===== config.mk =====
export PLATFORM = sky130hd
export DESIGN_NAME = rvs_core
export DESIGN_NICKNAME = d
export VERILOG_FILES = /design/src/rtl/rvs_pkg.sv /design/src/rtl/rvs_decode.sv /design/src/rtl/rvs_regfile.sv /design/src/rtl/rvs_dmem.sv /design/src/rtl/rvs_alu.sv /design/src/rtl/rvs_core.sv
export SDC_FILE = /design/constraint.sdc
export NUM_CORES = 2
export LEC_CHECK = 0
export ABC_AREA = 0
export CAP_MARGIN = 15
export CORE_MARGIN = 2
export CORE_UTILIZATION = 47
export DETAILED_ROUTE_END_ITERATION = 16
export DONT_BUFFER_PORTS = 1
export HOLD_SLACK_MARGIN = 0.02
export MAX_ROUTING_LAYER = met4
export SLEW_MARGIN = 20
export SYNTH_ARGS = -nofsm -noshare
export SYNTH_HDL_FRONTEND = slang
export SYNTH_SLANG_ARGS = --single-unit
export TNS_END_PERCENT = 50

===== constraint.sdc =====
create_clock -name clk -period 17.3 [get_ports clk]
set_clock_uncertainty 0.15 [all_clocks]
set_input_delay 1.73 -clock clk [delete_from_list [all_inputs] [get_ports clk]]
set_output_delay 1.73 -clock clk [all_outputs]
set_load 0.01 [all_outputs]

===== src/rtl/rvs_pkg.sv =====
`timescale 1ns/1ps
package rvs_pkg;

    localparam int unsigned XLEN     = 32;
    localparam int unsigned REG_AW   = 5;
    localparam int unsigned NUM_REGS = 1 << REG_AW;

    localparam logic [6:0] OPC_OPIMM  = 7'h13;
    localparam logic [6:0] OPC_OPREG  = 7'h33;
    localparam logic [6:0] OPC_LOAD   = 7'h03;
    localparam logic [6:0] OPC_STORE  = 7'h23;
    localparam logic [6:0] OPC_BRANCH = 7'h63;

    localparam logic [XLEN-1:0] NOP_WORD = 32'h0000_0013;

    typedef enum logic [2:0] {
        ALU_ADD,
        ALU_AND,
        ALU_XOR,
        ALU_SLT,
        ALU_SLL
    } alu_op_e;

    typedef enum logic {
        ST_RUN,
        ST_HALT
    } core_state_e;

    typedef struct packed {
        alu_op_e           alu;
        logic              use_imm;
        logic              rf_we;
        logic              mem_rd;
        logic              mem_wr;
        logic              br;
        logic              br_ne;
        logic [REG_AW-1:0] rd;
        logic [REG_AW-1:0] rs1;
        logic [REG_AW-1:0] rs2;
        logic [XLEN-1:0]   imm;
    } dec_t;

endpackage


===== src/rtl/rvs_decode.sv =====
`timescale 1ns/1ps
module rvs_decode
    import rvs_pkg::*;
(
    input  logic [XLEN-1:0] instr,
    output dec_t            dec
);

    logic [6:0]      opc;
    logic [2:0]      f3;
    logic [6:0]      f7;
    logic [XLEN-1:0] imm_i;
    logic [XLEN-1:0] imm_s;
    logic [XLEN-1:0] imm_b;
    logic [XLEN-1:0] imm_sh;

    always_comb begin
        opc    = instr[6:0];
        f3     = instr[14:12];
        f7     = instr[31:25];
        imm_i  = {{20{instr[31]}}, instr[31:20]};
        imm_s  = {{20{instr[31]}}, instr[31:25], instr[11:7]};
        imm_b  = {{19{instr[31]}}, instr[31], instr[7], instr[30:25], instr[11:8], 1'b0};
        imm_sh = {27'd0, instr[24:20]};
    end

    always_comb begin
        dec         = '0;
        dec.alu     = ALU_ADD;
        dec.rd      = instr[11:7];
        dec.rs1     = instr[19:15];
        dec.rs2     = instr[24:20];
        unique case (opc)
            OPC_OPIMM: begin
                dec.use_imm = 1'b1;
                dec.imm     = imm_i;
                unique case (f3)
                    3'b000: begin dec.alu = ALU_ADD; dec.rf_we = 1'b1; end
                    3'b111: begin dec.alu = ALU_AND; dec.rf_we = 1'b1; end
                    3'b010: begin dec.alu = ALU_SLT; dec.rf_we = 1'b1; end
                    3'b001: begin
                        dec.alu   = ALU_SLL;
                        dec.imm   = imm_sh;
                        dec.rf_we = (f7 == 7'd0);
                    end
                    default: dec.rf_we = 1'b0;
                endcase
            end
            OPC_OPREG: begin
                if (f7 == 7'd0) begin
                    unique case (f3)
                        3'b000: begin dec.alu = ALU_ADD; dec.rf_we = 1'b1; end
                        3'b111: begin dec.alu = ALU_AND; dec.rf_we = 1'b1; end
                        3'b100: begin dec.alu = ALU_XOR; dec.rf_we = 1'b1; end
                        3'b010: begin dec.alu = ALU_SLT; dec.rf_we = 1'b1; end
                        default: dec.rf_we = 1'b0;
                    endcase
                end
            end
            OPC_LOAD: begin
                dec.use_imm = 1'b1;
                dec.imm     = imm_i;
                dec.mem_rd  = (f3 == 3'b010);
                dec.rf_we   = (f3 == 3'b010);
            end
            OPC_STORE: begin
                dec.use_imm = 1'b1;
                dec.imm     = imm_s;
                dec.mem_wr  = (f3 == 3'b010);
            end
            OPC_BRANCH: begin
                dec.alu   = ALU_XOR;
                dec.imm   = imm_b;
                dec.br    = (f3 == 3'b000) || (f3 == 3'b001);
                dec.br_ne = (f3 == 3'b001);
            end
            default: dec.rf_we = 1'b0;
        endcase
    end

endmodule


===== src/rtl/rvs_regfile.sv =====
`timescale 1ns/1ps
module rvs_regfile
    import rvs_pkg::*;
(
    input  logic              clk,
    input  logic              rst,
    input  logic              we,
    input  logic [REG_AW-1:0] waddr,
    input  logic [XLEN-1:0]   wdata,
    input  logic [REG_AW-1:0] raddr_a,
    input  logic [REG_AW-1:0] raddr_b,
    input  logic [REG_AW-1:0] raddr_dbg,
    output logic [XLEN-1:0]   rdata_a,
    output logic [XLEN-1:0]   rdata_b,
    output logic [XLEN-1:0]   rdata_dbg
);

    logic [XLEN-1:0] regs [NUM_REGS];

    always_ff @(posedge clk) begin
        if (rst) begin
            for (int i = 0; i < NUM_REGS; i++) begin
                regs[i] <= '0;
            end
        end else if (we && (waddr != '0)) begin
            regs[waddr] <= wdata;
        end
    end

    always_comb begin
        rdata_a   = (raddr_a   == '0) ? '0 : regs[raddr_a];
        rdata_b   = (raddr_b   == '0) ? '0 : regs[raddr_b];
        rdata_dbg = (raddr_dbg == '0) ? '0 : regs[raddr_dbg];
    end

endmodule


===== src/rtl/rvs_dmem.sv =====
`timescale 1ns/1ps
module rvs_dmem
    import rvs_pkg::*;
#(
    parameter int unsigned     DEPTH      = 16,
    parameter logic [XLEN-1:0] INIT_WORD0 = 32'd49
) (
    input  logic            clk,
    input  logic            rst,
    input  logic            we,
    input  logic [XLEN-1:0] index,
    input  logic [XLEN-1:0] wdata,
    output logic [XLEN-1:0] rdata
);

    localparam int unsigned AW = (DEPTH > 1) ? $clog2(DEPTH) : 1;

    logic [XLEN-1:0] words [DEPTH];
    logic            in_range;

    assign in_range = (index < XLEN'(DEPTH));

    always_ff @(posedge clk) begin
        if (rst) begin
            for (int i = 0; i < DEPTH; i++) begin
                words[i] <= (i == 0) ? INIT_WORD0 : '0;
            end
        end else if (we && in_range) begin
            words[index[AW-1:0]] <= wdata;
        end
    end

    assign rdata = in_range ? words[index[AW-1:0]] : '0;

endmodule


===== src/rtl/rvs_alu.sv =====
`timescale 1ns/1ps
module rvs_alu
    import rvs_pkg::*;
(
    input  alu_op_e         op,
    input  logic [XLEN-1:0] a,
    input  logic [XLEN-1:0] b,
    output logic [XLEN-1:0] y
);

    always_comb begin
        unique case (op)
            ALU_ADD: y = a + b;
            ALU_AND: y = a & b;
            ALU_XOR: y = a ^ b;
            ALU_SLT: y = ($signed(a) < $signed(b)) ? XLEN'(1) : '0;
            ALU_SLL: y = a << b[4:0];
            default: y = '0;
        endcase
    end

endmodule


===== src/rtl/rvs_core.sv =====
`timescale 1ns/1ps
module rvs_core
    import rvs_pkg::*;
#(
    parameter int unsigned     PROG_LEN   = 6,
    parameter logic [31:0]     PROG [PROG_LEN] = '{
        32'h01550513, 32'h00657593, 32'h00b54633,
        32'h00002683, 32'h00169713, 32'h00d77733
    },
    parameter int unsigned     DATA_WORDS = 16,
    parameter logic [31:0]     DATA_WORD0 = 32'd49
) (
    input  logic        clk,
    input  logic        rst,
    output logic        halt,
    input  logic [4:0]  dbg_sel,
    output logic [31:0] dbg_data
);

    localparam logic [XLEN-1:0] PROG_END = XLEN'(PROG_LEN * 4);

    core_state_e     state_q;
    core_state_e     state_d;
    logic            commit;
    logic [XLEN-1:0] pc_q;
    logic [XLEN-1:0] pc_next;
    logic [XLEN-1:0] instr;
    dec_t            dec;
    logic [XLEN-1:0] rs1_val;
    logic [XLEN-1:0] rs2_val;
    logic [XLEN-1:0] opb;
    logic [XLEN-1:0] alu_y;
    logic [XLEN-1:0] mem_rdata;
    logic [XLEN-1:0] wb_data;
    logic            br_taken;
    logic [XLEN-1:0] br_off;
    logic            rf_we;
    logic            dm_we;

    // Program fetch from the elaboration-time image
    always_comb begin
        instr = NOP_WORD;
        for (int i = 0; i < PROG_LEN; i++) begin
            if (pc_q == XLEN'(i) * XLEN'(4)) begin
                instr = PROG[i];
            end
        end
    end

    rvs_decode u_dec (
        .instr (instr),
        .dec   (dec)
    );

    rvs_regfile u_rf (
        .clk       (clk),
        .rst       (rst),
        .we        (rf_we),
        .waddr     (dec.rd),
        .wdata     (wb_data),
        .raddr_a   (dec.rs1),
        .raddr_b   (dec.rs2),
        .raddr_dbg (dbg_sel),
        .rdata_a   (rs1_val),
        .rdata_b   (rs2_val),
        .rdata_dbg (dbg_data)
    );

    assign opb = dec.use_imm ? dec.imm : rs2_val;

    rvs_alu u_alu (
        .op (dec.alu),
        .a  (rs1_val),
        .b  (opb),
        .y  (alu_y)
    );

    rvs_dmem #(
        .DEPTH      (DATA_WORDS),
        .INIT_WORD0 (DATA_WORD0)
    ) u_dmem (
        .clk   (clk),
        .rst   (rst),
        .we    (dm_we),
        .index (alu_y),
        .wdata (rs2_val),
        .rdata (mem_rdata)
    );

    assign wb_data  = dec.mem_rd ? mem_rdata : alu_y;
    assign br_taken = dec.br & (dec.br_ne ^ (alu_y == '0));
    assign br_off   = dec.imm;
    assign pc_next  = br_taken ? (pc_q + br_off) : (pc_q + XLEN'(4));
    assign rf_we    = commit & dec.rf_we;
    assign dm_we    = commit & dec.mem_wr;

    // State register
    always_ff @(posedge clk) begin
        if (rst) begin
            state_q <= ST_RUN;
        end else begin
            state_q <= state_d;
        end
    end

    // Next-state selection
    always_comb begin
        state_d = state_q;
        unique case (state_q)
            ST_RUN:  state_d = (pc_next >= PROG_END) ? ST_HALT : ST_RUN;
            ST_HALT: state_d = ST_HALT;
            default: state_d = ST_HALT;
        endcase
    end

    // Outputs of the controller
    always_comb begin
        commit = 1'b0;
        halt   = 1'b1;
        unique case (state_q)
            ST_RUN:  begin commit = 1'b1; halt = 1'b0; end
            ST_HALT: begin commit = 1'b0; halt = 1'b1; end
            default: begin commit = 1'b0; halt = 1'b1; end
        endcase
    end

    always_ff @(posedge clk) begin
        if (rst) begin
            pc_q <= '0;
        end else if (commit) begin
            pc_q <= pc_next;
        end
    end

endmodule


==> flow_summary.json <==
{
  "status": "completed",
  "antenna_found_initial": 4,
  "drv_slew": 0,
  "cts_tree": "built",
  "comb_power_share": 0.491,
  "drv_cap": 0,
  "die_x_um": 326.6,
  "std_cell_rows": 118,
  "drt_iter0_markers": 3060,
  "start_util": 0.4733,
  "clock_sinks": 1055,
  "ios": 40,
  "dpl.hpwl_um": 68140,
  "start_kind": "flip-flop",
  "path_max_fanout": 74,
  "grt_pass1_wl_um": 179300,
  "peakVddDrop_mv": 0.3831,
  "layout_commonest_cell": "edfxtp_1",
  "crit_path_end_kind": "flip-flop",
  "hold_buffers": 0,
  "path_class": "flip-flop to flip-flop",
  "avgViaCountPerCell": 5.223,
  "clk_latency_ns": 0.71,
  "nets": 4539,
  "n_fill_cell": 8676,
  "p_clk_frac": 0.214,
  "synth_cell_types": 98,
  "final_cell_mix": "edfxtp_1, conb_1, nand2_1",
  "finalSetupTns_ns": 0,
  "grt_use_total": 0.2248,
  "ctsHtreeMaxLevel": 3,
  "cp.required_ns": 17.65,
  "cts-resized-gates": 0,
  "hold_class": "flip-flop to flip-flop",
  "fin_crit_ns": 8.943,
  "p_leak_nw": 21.69,
  "worst_pin_slew_ns": 1.446,
  "rsz0062_at_grt": "false",
  "yosysSeqAreaShare": 0.6413,
  "drtAntennaViolNets": 0,
  "syn_to_final_growth_pct": 16.37,
  "cts_root_buffer": "clkbuf_16",
  "core_um2": 103300,
  "cts_buffers": 111,
  "synth_ff_type": "edfxtp_1",
  "synthCells": 3720,
  "synth_area_um2": 48920,
  "synth_edf_count": 1024,
  "drive_gt1_frac": 0.1016,
  "synthArstFlopShare": 0,
  "synth_seq_cells": 1055,
  "switching_power_w": 0.004825,
  "firstDrtPassIters": 5,
  "crit_path_top_delay_cell": "buf_4",
  "wl_um": 116400,
  "grt_pass1_vias": 30450,
  "p_per_area_nw_per_um2": 192.9,
  "relSlewSlack": 0.03601,
  "grt_max_degree": 903,
  "gp_congestion": 0.9512,
  "finalCritPeriodShare": 0.5169,
  "intPower_w": 0.006156,
  "arrival_ns": 9.30,
  "postCtsSetupRepairBufs": 0,
  "wl_per_cell_um": 19.63,
  "clkTransAtPathRegs_ns": 0.06,
  "seqPwrFrac": 0.296,
  "drc_errors": 0,
  "vias": 30970,
  "totalPowerFinal_w": 0.01098,
  "syn_avg_cell_area_um2": 13.15,
  "overflow": 0,
  "ys_warn_count": 0,
  "cts.path.max_buffers": 3,
  "fmax_mhz": 111.8,
  "numPortBuffers": 0,
  "hold_violations": 0,
  "setup_viol": 0,
  "switching_share": 0.4394,
  "die_height_um": 326.6,
  "crit_chain": "ha_1, nor2_1, nor2b_1, o21ai_4, nor2_4, buf_4, nand2_1, nand3_1, a21oi_1, a311o_1, ha_1, inv_1, a21oi_1, o21ai_0, a2111oi_0, o21ai_0, a31oi_4, xnor2_1, a221oi_1, nand4_1, or4_1, or4_2, buf_4, a211oi_1",
  "critPathMaxStageDelay_ns": 0.76,
  "die_area_um2": 106700
}
-- layout make-up --
class                      instances  area [µm²]  area share
clock buffer                     136        2945     0.05174
inverter                          80       300.3    0.005276
timing repair buffer              50       500.5    0.008793
multi-input combinational       3165       19440      0.3415
clock inverter                    62       638.1     0.01121
tap                             1380        1727     0.03033
antenna                            1       2.502  0.00004396
sequential                      1055       31370      0.5511
-- synthesized netlist by cell type (16+ instances only) --
master	n	area [µm²]
mux2i_1	60	600.6
dfxtp_1	31	620.6
a31oi_1	65	406.6
edfxtp_1	1024	30750
mux4_2	160	3603
a22oi_1	44	330.3
and3_1	95	594.3
a211oi_1	17	127.6
a21oi_1	91	455.4
o21ai_0	64	320.3
nor4_1	17	106.4
inv_1	79	296.5
nand3_1	168	840.8
xnor2_1	37	324.1
a211oi_2	26	325.3
xor2_1	16	140.1
buf_1	37	138.9
nand2_1	717	2691
or3_1	16	100.1
nor2_1	238	893.4
nor2b_1	52	325.3
ha_1	68	850.8
nor3_1	22	110.1
clkbuf_1	215	807.0
a311oi_1	84	735.7
buf_2	17	85.08
-- critical path: cells and delay by family, from the launching register on --
kind                     cells  cell delay, ns
AO/OA/AOI/OAI               10            2.97
adder cells (fa/ha/maj)      2            1.02
AND/OR/NAND/NOR              8            2.83
flip-flops                   1            0.41
buffers and inverters        3            1.21
XOR/XNOR                     1            0.09
-- power groups by stage --
stage	registers [W]	clock network [W]	logic, W
CTS	0.00324	0.00241	0.00540
global placement	0.00329	0	0.00535
floorplan	0.00323	0	0.00384
finish	0.00325	0.00235	0.00539
global route	0.00327	0.00250	0.00592
detailed placement	0.00329	0	0.00538
-- logic make-up after synthesis --
family / after synthesis / share of synthesized area
simple gates: 1408 / 0.1298
other cells: 2 / 0.0001535
flops: 1055 / 0.6413
buf+inv: 362 / 0.02990
xor+xnor: 53 / 0.009490
mux: 227 / 0.08786
fa+ha+maj: 69 / 0.01780
compound gates: 544 / 0.08372
-- path summary, 6_finish.rpt --
path / start / endpoint / slack (ns) / cells after the start
min reg2reg: pc_q[22]$_SDFFE_PP0N_ / pc_q[22]$_SDFFE_PP0N_ / 0.37 / 2
min: pc_q[22]$_SDFFE_PP0N_ / pc_q[22]$_SDFFE_PP0N_ / 0.37 / 2
max: pc_q[2]$_SDFFE_PP0N_ / u_rf.regs[13][1]$_SDFFCE_PN0P_ / 8.36 / 24
max reg2reg: pc_q[2]$_SDFFE_PP0N_ / u_rf.regs[13][1]$_SDFFCE_PN0P_ / 8.36 / 24
-- registers in the layout (all words and copies together), names as in the netlist --
name / count
u_dmem.words: 512
u_rf.regs: 512
state_q: 1
pc_q: 30
-- routing by layer --
metal / global-route usage / share of wire / vias to the layer above
li1: - / - / 14650
met4: 0.08596 / 0.036 / 0
met5: - / 0 / -
met3: 0.03443 / 0.063 / 262
met1: 0.2910 / 0.42 / 15070
met2: 0.3596 / 0.48 / 988
-- metrics by stage --
stage	instances	instance area (µm²)	utilization	setup WS (ns)	hold slack [ns]
after floorplan	4582	52150	-	10.49	0.3355
after global placement	5725	53200	0.5147	8.768	0.3540
after detailed placement	5725	53200	0.5147	8.521	0.3637
after CTS	5923	56780	0.5494	8.487	0.3719
after global routing	5929	56920	0.5508	7.584	0.4159
final	5929	56920	0.5508	8.357	0.3679
No activity file was read; power rests on OpenSTA's default activity.
